==> src/rtl/ptc_pkg.sv <==
package ptc_pkg;

    localparam int SEL_W = 3;
    localparam int LVL_W = 2;
    localparam int DEC_W = 2;

    typedef enum logic [DEC_W-1:0] {
        DEC_ALLOW   = 2'b00,
        DEC_TRAP_L2 = 2'b01,
        DEC_TRAP_L3 = 2'b10,
        DEC_UNDEF   = 2'b11
    } ptc_dec_e;

    typedef enum logic [SEL_W-1:0] {
        SEL_IDENT   = 3'd0,
        SEL_L0REG   = 3'd1,
        SEL_L1REG   = 3'd2,
        SEL_L1ALIAS = 3'd3,
        SEL_L2CLASS = 3'd4,
        SEL_SMODE   = 3'd5
    } ptc_sel_e;

    localparam logic [SEL_W-1:0] SEL_LAST = 3'd5;

    localparam logic [LVL_W-1:0] LVL_0 = 2'd0;
    localparam logic [LVL_W-1:0] LVL_1 = 2'd1;
    localparam logic [LVL_W-1:0] LVL_2 = 2'd2;
    localparam logic [LVL_W-1:0] LVL_3 = 2'd3;

    typedef enum logic {
        ST_IDLE = 1'b0,
        ST_RESP = 1'b1
    } ptc_state_e;

endpackage

==> src/rtl/ptc_avail.sv <==
// Undefined-access detection: feature absent, level 0, unknown selector,
// register not reachable from the issuing level, alias outside host mode.
module ptc_avail
    import ptc_pkg::*;
(
    input  logic [SEL_W-1:0] sel,
    input  logic [LVL_W-1:0] lvl,
    input  logic             feat_present,
    input  logic             host_mode,
    output logic             undef
);
    always_comb begin
        undef = 1'b0;
        if (!feat_present) begin
            undef = 1'b1;
        end else if (lvl == LVL_0) begin
            undef = 1'b1;
        end else if (sel > SEL_LAST) begin
            undef = 1'b1;
        end else begin
            unique case (sel)
                SEL_L2CLASS: undef = (lvl == LVL_1);
                SEL_L1ALIAS: undef = (lvl == LVL_1) || !host_mode;
                default:     undef = 1'b0;
            endcase
        end
    end
endmodule

==> src/rtl/ptc_l2_rules.sv <==
// Level-2 trap source per selector, valid for level-1 accesses only.
module ptc_l2_rules
    import ptc_pkg::*;
(
    input  logic [SEL_W-1:0] sel,
    input  logic             hyp_enabled,
    input  logic             l2_trap_id,
    input  logic             l2_trap_smode,
    input  logic             l2_trap_l0reg,
    input  logic             l2_trap_l1reg,
    input  logic             hypctl_trap_id,
    input  logic             id_has_hypctl,
    input  logic             id_has_tidr,
    output logic             l2_trap
);
    logic ident_by_hypctl;
    logic ident_by_l2;

    assign ident_by_hypctl = id_has_hypctl && hypctl_trap_id;
    assign ident_by_l2     = id_has_tidr && l2_trap_id;

    always_comb begin
        l2_trap = 1'b0;
        if (hyp_enabled) begin
            unique case (sel)
                SEL_IDENT:   l2_trap = ident_by_hypctl || ident_by_l2;
                SEL_L0REG:   l2_trap = l2_trap_l0reg;
                SEL_L1REG:   l2_trap = l2_trap_l1reg;
                SEL_SMODE:   l2_trap = l2_trap_smode;
                default:     l2_trap = 1'b0;
            endcase
        end
    end
endmodule

==> src/rtl/ptc_resp_fsm.sv <==
// Response sequencer: registers the decision and presents it for one cycle.
module ptc_resp_fsm
    import ptc_pkg::*;
(
    input  logic             clk,
    input  logic             rst,
    input  logic             req_valid,
    input  logic [DEC_W-1:0] dec_in,
    output logic             resp_valid,
    output logic [DEC_W-1:0] resp_code
);
    ptc_state_e       state_q, state_d;
    logic [DEC_W-1:0] code_q;

    always_comb begin
        state_d = state_q;
        unique case (state_q)
            ST_IDLE: if (req_valid) state_d = ST_RESP;   // IDLE_TO_RESP
            ST_RESP: if (!req_valid) state_d = ST_IDLE;  // RESP_TO_IDLE, else RESP_TO_RESP
            default: state_d = ST_IDLE;
        endcase
    end

    always_ff @(posedge clk) begin
        if (rst) begin
            state_q <= ST_IDLE;
            code_q  <= DEC_ALLOW;
        end else begin
            state_q <= state_d;
            if (req_valid) code_q <= dec_in;
        end
    end

    always_comb begin
        resp_valid = (state_q == ST_RESP);
        resp_code  = code_q;
    end
endmodule

==> src/rtl/part_trap_check.sv <==
module part_trap_check
    import ptc_pkg::*;
(
    input  logic             clk,
    input  logic             rst,
    input  logic             req_valid,
    input  logic [SEL_W-1:0] reg_sel,
    input  logic [LVL_W-1:0] acc_level,
    input  logic             feat_present,
    input  logic             l3_present,
    input  logic             hyp_enabled,
    input  logic             host_mode,
    input  logic             l3_trap_lower,
    input  logic             l2_trap_id,
    input  logic             l2_trap_smode,
    input  logic             l2_trap_l0reg,
    input  logic             l2_trap_l1reg,
    input  logic             hypctl_trap_id,
    input  logic             id_has_hypctl,
    input  logic             id_has_tidr,
    output logic             resp_valid,
    output logic [DEC_W-1:0] resp_code
);
    logic             undef;
    logic             l2_trap;
    logic             l3_trap;
    logic [DEC_W-1:0] dec;

    ptc_avail avail_i (
        .sel          (reg_sel),
        .lvl          (acc_level),
        .feat_present (feat_present),
        .host_mode    (host_mode),
        .undef        (undef)
    );

    ptc_l2_rules l2_i (
        .sel            (reg_sel),
        .hyp_enabled    (hyp_enabled),
        .l2_trap_id     (l2_trap_id),
        .l2_trap_smode  (l2_trap_smode),
        .l2_trap_l0reg  (l2_trap_l0reg),
        .l2_trap_l1reg  (l2_trap_l1reg),
        .hypctl_trap_id (hypctl_trap_id),
        .id_has_hypctl  (id_has_hypctl),
        .id_has_tidr    (id_has_tidr),
        .l2_trap        (l2_trap)
    );

    // Level-3 trap reaches only the levels below it.
    assign l3_trap = l3_present && l3_trap_lower && (acc_level != LVL_3);

    always_comb begin
        if (undef)                               dec = DEC_UNDEF;
        else if (l3_trap)                        dec = DEC_TRAP_L3;
        else if (l2_trap && acc_level == LVL_1)  dec = DEC_TRAP_L2;
        else                                     dec = DEC_ALLOW;
    end

    ptc_resp_fsm fsm_i (
        .clk        (clk),
        .rst        (rst),
        .req_valid  (req_valid),
        .dec_in     (dec),
        .resp_valid (resp_valid),
        .resp_code  (resp_code)
    );
endmodule

==> config.mk <==
export PLATFORM = sky130hd
export DESIGN_NAME = part_trap_check
export DESIGN_NICKNAME = d
export VERILOG_FILES = /design/src/rtl/ptc_pkg.sv /design/src/rtl/ptc_avail.sv /design/src/rtl/ptc_l2_rules.sv /design/src/rtl/ptc_resp_fsm.sv /design/src/rtl/part_trap_check.sv
export SDC_FILE = /design/constraint.sdc
export NUM_CORES = 1
export LEC_CHECK = 0
export ABC_CLOCK_PERIOD_IN_PS = 2000
export BUFFER_PORTS_ARGS = -buffer_cell sky130_fd_sc_hd__buf_2
export CELL_PAD_IN_SITES_DETAIL_PLACEMENT = 0
export CELL_PAD_IN_SITES_GLOBAL_PLACEMENT = 2
export CORE_UTILIZATION = 14
export DETAILED_ROUTE_END_ITERATION = 16
export GPL_TIMING_DRIVEN = 0
export HOLD_SLACK_MARGIN = 0.03
export PLACE_DENSITY_LB_ADDON = 0.08
export SLEW_MARGIN = 20
export SYNTH_ARGS = -nofsm -noshare
export SYNTH_HDL_FRONTEND = slang
export SYNTH_HIERARCHICAL = 1
export SYNTH_SLANG_ARGS = --single-unit
==> constraint.sdc <==
create_clock -name clk -period 2 [get_ports clk]
set_clock_uncertainty 0.05 [all_clocks]
set_input_delay 0 -clock clk [delete_from_list [all_inputs] [get_ports clk]]
set_output_delay 0 -clock clk [all_outputs]
set_load 0.01 [all_outputs]
==> impl_metrics.csv <==
group,metric,value,unit
clock_network,cts_root_buffer,"clkbuf_4",
timing,hold_viol_final,0,
setup_path,cp_slowest_cell,"dlygate4sd3_1",
layout,final_area,399,um2
clock_network,cts_tree,"done",
placement,gp_congestion,0.713,
die,die_w,41.1,um
yosys,synth_cell_types,18,
setup_path,path_common_cell,"dlygate4sd3_1",
die,core_area,1370,um2
flow_run,maxCapViolations,0,
die,io_pins,23,
yosys,synthArstFlopShare,0,
yosys,yosys_warnings,6,
clock_network,cts_setup_buffers,0,
setup_path,critical-path-top-delay-family,"buffers and inverters",
setup_path,critical_path_class,"input port to flip-flop",
drt,num_vias,294,
clock_network,clock_path_buffers,2,
yosys,synth.largest_area_cell,"dfxtp_1",
drt,wirelength,699,um
global_routing,antenna_found_initial,0,
global_routing,gr-total-overflow,0,
yosys,syn_area,214,um2
yosys,synth-seq-cells,3,
die,die_area,1690,um2
timing,relSlewSlack,0.833,
setup_path,cp_cell_sequence,"dlygate4sd3_1, buf_2, nor2b_1, dlygate4sd3_1",
drt,drtIter0Drc,7,
placement,dp_slack,0.821,ns
pwr,seqPwrFrac,0.286,
timing,post-route-period-util,0.630,
setup_path,cp_max_fo,3,
setup_path,crit_buf_inv,3,
clock_network,clk_latency,0.23,ns
clock_network,cts_max_level,1,
timing,fin_setup_tns,0,ns
layout,syn2layout_area_growth,86.5,%
timing,finalSetupViolations,0,
global_routing,grt_usage,0.0898,
placement,place_area,343,um2
global_routing,grt_pass1_wl,959,um
pwr,p_int,0.000174,W
yosys,synth_cells,27,
timing,fmax,0.794,GHz
yosys,synth_area_leaders,"dfxtp_1 28%, mux2i_1 9.4%, a21boi_1 7.0%, nor2_1 7.0%, a41o_1 4.7%",
drt,firstDrtPassIters,3,
setup_path,crit_required,2.07,ns
layout,multi_input_area,146,um2
global_routing,grt_max_degree,7,
yosys,synth-edff-count,0,
pwr,power_density,583,nW/um2
placement,io_buffers,22,
clock_network,cts_buffers,3,
die,core.rowCount,13,
pwr,p_leak,0.212,nW
timing,fin_crit,1.26,ns
drt,drcViolationCount,0,
timing,worst_slack,0.741,ns
clock_network,cts_resized,0,
pwr,switching_share,0.253,
yosys,synth_nets,47,
yosys,synth_top_area_share,0.281,
layout,final_nets,77,
timing,max_slew.worst_pin.slew,0.249,ns
pwr,pwr-share-clk,0.459,
pwr,combinationalPowerShare,0.256,
clock_network,cts.sinks,3,
placement,hpwl,567,um
layout,antenna_cells,0,
layout,drive_gt1_frac,0.446,
die,fp.dieH,41.1,um
drt,wl_per_cell,9.85,um
pwr,total_power,0.000233,W
clock_network,clkTransAtPathRegs,0.04,ns
layout,seq_area,60.1,um2
drt,via_per_inst,4.14,
setup_path,critPathLaunchType,"input port",
yosys,avgSynthCellArea,7.92,um2
pwr,p_switching,0.0000590,W
setup_path,slowest_delay,0.54,ns
drt,ant_nets,0,
global_routing,grt_pass1_vias,253,
yosys,ys.flop_type,"dfxtp_1",
run_status,status,"finished clean",
setup_path,end_kind,"flip-flop",
yosys,ys_seq_area_frac,0.281,
die,initial_utilization,0.157,
yosys,synth_most_common_cell,"nor2_1",
timing,rsz0062_at_grt,"no",
layout,nFillCells,154,
yosys,synthTopCellsByCount,"4 x nor2_1, 3 x dfxtp_1",
pwr,vdd_drop_max,0.335,mV
timing,slew_viol_final,0,
layout,post-route-util,0.292,
hold_path,hp-class,"input port to flip-flop",
clock_network,cts.hold.buffers_added,3,
setup_path,crit_arrival,1.33,ns
-- power by group through the flow --
stage	Sequential, W	Clock, W	Combinational [W]
2_1_floorplan	0.0000699	0	0.0000211
3_3_place_gp	0.0000671	0	0.0000542
3_5_place_dp	0.0000673	0	0.0000554
4_1_cts	0.0000664	0.000112	0.0000603
5_1_grt	0.0000667	0.000118	0.0000673
6_report	0.0000665	0.000107	0.0000595
-- worst min-delay path, stage by stage --
cell and delay (ns):
buf_2 0.08, a31o_1 0.13, mux2i_1 0.06, nor2_1 0.08
-- final timing paths --
kind                                                 startpoint                         endpoint  slack (ns)  depth (start not counted)
worst max-delay path                                  req_valid      fsm_i/resp_valid$_SDFF_PP0_        0.74                          4
worst min-delay path                              l3_trap_lower  fsm_i/resp_code[1]$_SDFFE_PP0P_        0.12                          4
worst max register to register  fsm_i/resp_code[0]$_SDFFE_PP0P_  fsm_i/resp_code[0]$_SDFFE_PP0P_        1.36                          2
worst min register to register  fsm_i/resp_code[1]$_SDFFE_PP0P_  fsm_i/resp_code[1]$_SDFFE_PP0P_        0.44                          2
-- per-stage QoR --
step	std cells	hold WS [ns]
2_1_floorplan	27	0.0216
3_3_place_gp	64	0.142
3_5_place_dp	64	0.144
4_1_cts	71	0.119
5_1_grt	71	0.140
6_report	71	0.117
-- cells by family (layout without fill, tap and decap cells) --
kind of cell / after synthesis / in the layout / synth area share
mux: 2 / 2 / 0.0936
flops: 3 / 3 / 0.281
simple gates: 9 / 9 / 0.187
compound gates: 11 / 11 / 0.403
buf+inv: 2 / 31 / 0.0351
-- metal layers --
| layer | global-route usage | part of all wire |
|---|---|---|
| met5 | 0 | 0 |
| met4 | 0 | 0 |
| met3 | 0.0652 | 0.084 |
| met2 | 0.145 | 0.44 |
| met1 | 0.102 | 0.47 |
-- layout make-up --
class | instances | area share
Clock buffer | 4 | 0.0658
Inverter | 2 | 0.0188
Multi-Input combinational cell | 22 | 0.367
Sequential cell | 3 | 0.150
Tap cell | 15 | 0.0470
Timing Repair Buffer | 25 | 0.351
-- registers in the layout (all words and copies together) (netlist names) --
signal            count
fsm_i/resp_valid      1
fsm_i/resp_code       2
-- cells in the final DEF, fill, tap and decap left out, types with 2 or more instances in the layout --
| cell | synthesis | routed |
|---|---|---|
| a21boi_1 | 2 | 2 |
| buf_2 | 0 | 22 |
| clkbuf_4 | 0 | 3 |
| dfxtp_1 | 3 | 3 |
| dlygate4sd3_1 | 0 | 3 |
| inv_1 | 2 | 2 |
| mux2i_1 | 2 | 2 |
| nand2_1 | 2 | 2 |
| nor2_1 | 4 | 4 |
(Power assumes the default switching activity.)
